**config.mk**
```make
export PLATFORM = sky130hd
export DESIGN_NAME = vtg_raster_timer
export DESIGN_NICKNAME = d
export VERILOG_FILES = /design/src/rtl/vtg_pkg.sv /design/src/rtl/vtg_axis_counter.sv /design/src/rtl/vtg_ctl_decode.sv /design/src/rtl/vtg_raster_timer.sv
export SDC_FILE = /design/constraint.sdc
export NUM_CORES = 1
export LEC_CHECK = 0
export CORE_MARGIN = 2
export CORE_UTILIZATION = 45
export DETAILED_ROUTE_END_ITERATION = 6
export PLACE_DENSITY = 0.74
export REMOVE_ABC_BUFFERS = 1
export SETUP_SLACK_MARGIN = 0.2
export SLEW_MARGIN = 20
export SYNTH_ARGS = -nofsm -noshare
export SYNTH_HDL_FRONTEND = slang
export SYNTH_HIERARCHICAL = 1
export SYNTH_SLANG_ARGS = --single-unit
```
**constraint.sdc**
```tcl
create_clock -name clk_pix -period 3.9 [get_ports clk_pix]
set_clock_uncertainty 0.15 [all_clocks]
set_input_delay 0.78 -clock clk_pix [delete_from_list [all_inputs] [get_ports clk_pix]]
set_output_delay 0.78 -clock clk_pix [all_outputs]
set_load 0.01 [all_outputs]
```
**src/rtl/vtg_pkg.sv**
```systemverilog
package vtg_pkg;

    localparam int COORD_W = 16;

    typedef logic signed [COORD_W-1:0] coord_t;

    typedef struct packed {
        coord_t x;
        coord_t y;
    } raster_pos_t;

    typedef struct packed {
        logic hsync;
        logic vsync;
        logic de;
        logic line_start;
        logic frame_start;
    } video_ctl_t;

    // First coordinate of an axis: blanking precedes the visible span.
    function automatic coord_t blank_start(input int fp, input int sync_w, input int bp);
        return coord_t'(-(fp + sync_w + bp));
    endfunction

    // True when v lies in [lo, lo+len), evaluated as signed integers.
    function automatic logic in_window(input coord_t v, input coord_t lo, input int len);
        return (int'(v) >= int'(lo)) && (int'(v) < int'(lo) + len);
    endfunction

endpackage

```
**src/rtl/vtg_axis_counter.sv**
```systemverilog
module vtg_axis_counter
    import vtg_pkg::*;
#(
    parameter int RES    = 640,
    parameter int FP     = 16,
    parameter int SYNC_W = 96,
    parameter int BP     = 48
) (
    input  logic   clk,
    input  logic   rst,
    input  logic   step,
    output coord_t pos,
    output logic   at_end,
    output logic   at_start,
    output logic   sync_zone
);

    localparam coord_t START   = blank_start(FP, SYNC_W, BP);
    localparam coord_t LAST    = coord_t'(RES - 1);
    localparam coord_t SYNC_LO = coord_t'(int'(START) + FP);

    always_ff @(posedge clk) begin
        if (rst) begin
            pos <= START;
        end else if (step) begin
            pos <= at_end ? START : pos + coord_t'(1);
        end
    end

    assign at_end    = (pos == LAST);
    assign at_start  = (pos == START);
    assign sync_zone = in_window(pos, SYNC_LO, SYNC_W);

    // position never leaves the span of the axis
    assert_pos_in_span_R2: assert property (@(posedge clk) disable iff (rst)
        (pos >= START) && (pos <= LAST));

    // last position wraps to the blanking start
    assert_wrap_to_start_R3: assert property (@(posedge clk) disable iff (rst)
        (step && at_end) |=> (pos == START));

    // ordinary step advances by exactly one
    assert_step_by_one_R2: assert property (@(posedge clk) disable iff (rst)
        (step && !at_end) |=> (pos == $past(pos) + coord_t'(1)));

    // without a step the position holds
    assert_hold_without_step_R3: assert property (@(posedge clk) disable iff (rst)
        !step |=> $stable(pos));

endmodule

```
**src/rtl/vtg_ctl_decode.sv**
```systemverilog
module vtg_ctl_decode
    import vtg_pkg::*;
#(
    parameter bit H_POL = 1'b0,
    parameter bit V_POL = 1'b0
) (
    input  raster_pos_t pos,
    input  logic        h_zone,
    input  logic        v_zone,
    input  logic        h_first,
    input  logic        v_first,
    output video_ctl_t  ctl
);

    always_comb begin
        ctl.de          = !pos.x[COORD_W-1] && !pos.y[COORD_W-1];
        ctl.hsync       = H_POL ? h_zone : !h_zone;
        ctl.vsync       = V_POL ? v_zone : !v_zone;
        ctl.line_start  = h_first;
        ctl.frame_start = h_first && v_first;
    end

endmodule

```
**src/rtl/vtg_raster_timer.sv**
```systemverilog
module vtg_raster_timer
    import vtg_pkg::*;
#(
    parameter int H_RES  = 640,
    parameter int H_FP   = 16,
    parameter int H_SYNC = 96,
    parameter int H_BP   = 48,
    parameter int V_RES  = 480,
    parameter int V_FP   = 10,
    parameter int V_SYNC = 2,
    parameter int V_BP   = 33,
    parameter bit H_POL  = 1'b0,
    parameter bit V_POL  = 1'b0
) (
    input  logic                       clk_pix,
    input  logic                       rst,
    output logic signed [COORD_W-1:0]  sx,
    output logic signed [COORD_W-1:0]  sy,
    output logic                       hsync,
    output logic                       vsync,
    output logic                       de,
    output logic                       line_start,
    output logic                       frame_start
);

    raster_pos_t pos;
    video_ctl_t  ctl;
    logic h_end, h_first, h_zone;
    logic v_end, v_first, v_zone;

    vtg_axis_counter #(
        .RES(H_RES), .FP(H_FP), .SYNC_W(H_SYNC), .BP(H_BP)
    ) u_col (
        .clk(clk_pix), .rst(rst), .step(1'b1),
        .pos(pos.x), .at_end(h_end), .at_start(h_first), .sync_zone(h_zone)
    );

    vtg_axis_counter #(
        .RES(V_RES), .FP(V_FP), .SYNC_W(V_SYNC), .BP(V_BP)
    ) u_row (
        .clk(clk_pix), .rst(rst), .step(h_end),
        .pos(pos.y), .at_end(v_end), .at_start(v_first), .sync_zone(v_zone)
    );

    vtg_ctl_decode #(.H_POL(H_POL), .V_POL(V_POL)) u_dec (
        .pos(pos), .h_zone(h_zone), .v_zone(v_zone),
        .h_first(h_first), .v_first(v_first), .ctl(ctl)
    );

    assign sx          = pos.x;
    assign sy          = pos.y;
    assign hsync       = ctl.hsync;
    assign vsync       = ctl.vsync;
    assign de          = ctl.de;
    assign line_start  = ctl.line_start;
    assign frame_start = ctl.frame_start;

    // visible pixels never coincide with an active sync
    assert_de_outside_sync_R4: assert property (@(posedge clk_pix) disable iff (rst)
        de |-> ((hsync == !H_POL) && (vsync == !V_POL)));

    // a frame strobe is always also a line strobe
    assert_frame_on_line_R9: assert property (@(posedge clk_pix) disable iff (rst)
        frame_start |-> line_start);

    // the line strobe lasts a single cycle
    assert_line_pulse_R8: assert property (@(posedge clk_pix) disable iff (rst)
        line_start |=> !line_start);

    // the row only moves on the cycle after the column wrapped
    assert_row_moves_on_wrap_R3: assert property (@(posedge clk_pix) disable iff (rst)
        (sx != coord_t'(H_RES - 1)) |=> $stable(sy));

endmodule

```
==> metrics.md <==
| Metric | Value |
|---|---|
| Initial antenna violation count | 0 |
| CTS resizes | 0 |
| Vias | approximately 1.5k |
| CTS root buf | clkbuf_8 |
| Critical Path AT | around 2.5 ns |
| Worst-margin pin slew | 0.659 ns |
| Clock Latency Late Sink | around 0.28 ns |
| Antenna viol nets, final | 0 |
| Synthesized instance count | between 150 and 200 |
| WL final | 3590 um |
| Starting density of the core | 0.465 |
| Vias in the first global route | ~1.3k |
| Status | complete, no violations |
| Row Count | 22 |
| Tcrit/Tclk final | 0.871 |
| Worst Setup End Kind | output pin |
| GPL Wtd Cong | ~0.85 |
| First-pass GRT wire length | around 5900 um |
| Vias per cell | 5.12 |
| Tot Pwr | approximately 0.63 mW |
| Drt pass-1 iters | 4 |
| Worst EP required | between 2 and 3 ns |
| Cell leakage power | roughly 0.86 nW |
| CTS buffer count | 5 |
| Final setup fails | 0 |
| Wire per inst | ~12 um |
| Htree depth | 2 |
| Core Area | around 3600 um2 |
| Fmax | approximately 0.29 GHz |
| Crit Path Class | reg2out |
| Cell area after synthesis | 1690 um2 |
| CTS tree | done |
| Critical path fanouts, max | 7 |
| P per Cell Area | about 290 nW/um2 |
| Antenna cells | 0 |
| Total grt overflow | 0 |
| RSZ-0062 raised after global routing | no |
| DIE WIDTH | ~65 um |
| Peak supply drop | between 200 and 250 uV |
| Largest net degree at the start of global routing | 16 |
| Number of port buffers | 38 |
| Post-route minimum period | ~3.4 ns |
| Total GRT Usage | 0.180 |
| Synth Warn # | 6 |
| Layout filler cell count | ~350 |
| Setup bufs post-CTS | 0 |
| Fin Hold WS | between 0.4 and 0.5 ns |
| Clk slew on worst S/H paths | 0.07 ns |
| Worst r2r path cells | 7 |
| Max-cap check violation count | 0 |
| Startpoint type of the worst setup path | register |
| Slew headroom | 0.561 |
| Setup TNS | 0 ns |
| Final Max Tran Viols | 0 |
| Share of post-route cells with drive strength above 1 | 0.0917 |
| Detailed placement HPWL | ~2500 um |
| Die area | 4260 um2 |
| Area Growth Syn to Fin | 30.0% |
| Avg Inst Size Synth | ~8.7 um2 |
| CTS Buffer Depth | 2 |
| DIE HEIGHT | approximately 65 um |
| CTS Sinks | 32 |
| Worst Hold Class | reg2reg |
| Nets | between 200 and 250 |
| DRC viols | 0 |
| Hold path cells | 2 |
| Final hold vios | 0 |
| Hold buffer count at cts | 0 |
| IO Count | 39 |
| 1st-iter DRT viols | 137 |
==> flip-flops by register name, summed over array words and instances, names as in the netlist <==
signal / flops
u_col/pos: 16
u_row/pos: 16
==> layout make-up <==
cell class                      count  area, um2  area share
Timing Repair Buffer               39        388       0.177
Clock buffer                        6       82.6      0.0376
Clock inverter                      2       10.0     0.00456
Multi-Input combinational cell    151        978       0.445
Tap cell                           48       60.1      0.0273
Inverter                           10       37.5      0.0171
Sequential cell                    32        641       0.292
==> per-stage QoR <==
| step | instances | setup WS, ns | area (um2) | util |
|---|---|---|---|---|
| floorplan | 193 | 1.19 | 1660 | - |
| global placement | 280 | 0.859 | 2100 | 0.579 |
| detailed placement | 280 | 0.829 | 2100 | 0.579 |
| CTS | 288 | 0.508 | 2200 | 0.605 |
| global route | 288 | 0.389 | 2200 | 0.605 |
| finish | 288 | 0.505 | 2200 | 0.605 |
==> placed cells by master (no fill, tap or decap), types with 2 or more instances in the layout <==
cell,count
ha_1,5
clkinv_2,2
xor2_1,9
nor3_1,5
or3_1,2
nor2_1,16
nand2_1,28
and4_1,5
and3_1,2
conb_1,6
o21ai_0,4
dfxtp_1,32
nor4_1,6
clkdlybuf4s50_1,38
nand3_1,9
a31oi_1,2
and2_2,3
nand4_1,9
xnor2_1,17
nor3_2,2
inv_1,10
clkbuf_8,6
a21oi_1,2
or4_1,2
a21oi_2,2
==> power breakdown <==
part           leakage (nW)  internal, mW  switching (mW)
Sequential            0.259         0.329         0.00317
Clock                0.0510         0.141           0.123
Combinational         0.547        0.0178          0.0163
==> routing by layer <==
layer  vias to the layer above  GRT usage  wire, um
li1                        754          -         -
met1                       677      0.233      1720
met2                        39      0.283      1640
met3                         4     0.0634       212
met4                         0     0.0547        18
met5                         -          0         0
==> worst max-delay path: stages (launching register included) <==
cell	delay, ns
dfxtp_1	0.46
nand4_1	0.20
or3_1	0.43
nor4_1	0.37
and2_1	0.18
clkdlybuf4s50_1	0.53
==> worst paths after layout <==
path	from	to	slack, ns
max	u_col/pos[8]	frame_start	0.50
min	u_row/pos[11]	u_row/pos[11]	0.41
max reg2reg	u_col/pos[9]	u_row/pos[13]	1.10
min reg2reg	u_row/pos[11]	u_row/pos[11]	0.41
Note: power is estimated with default switching activity, not from simulation.
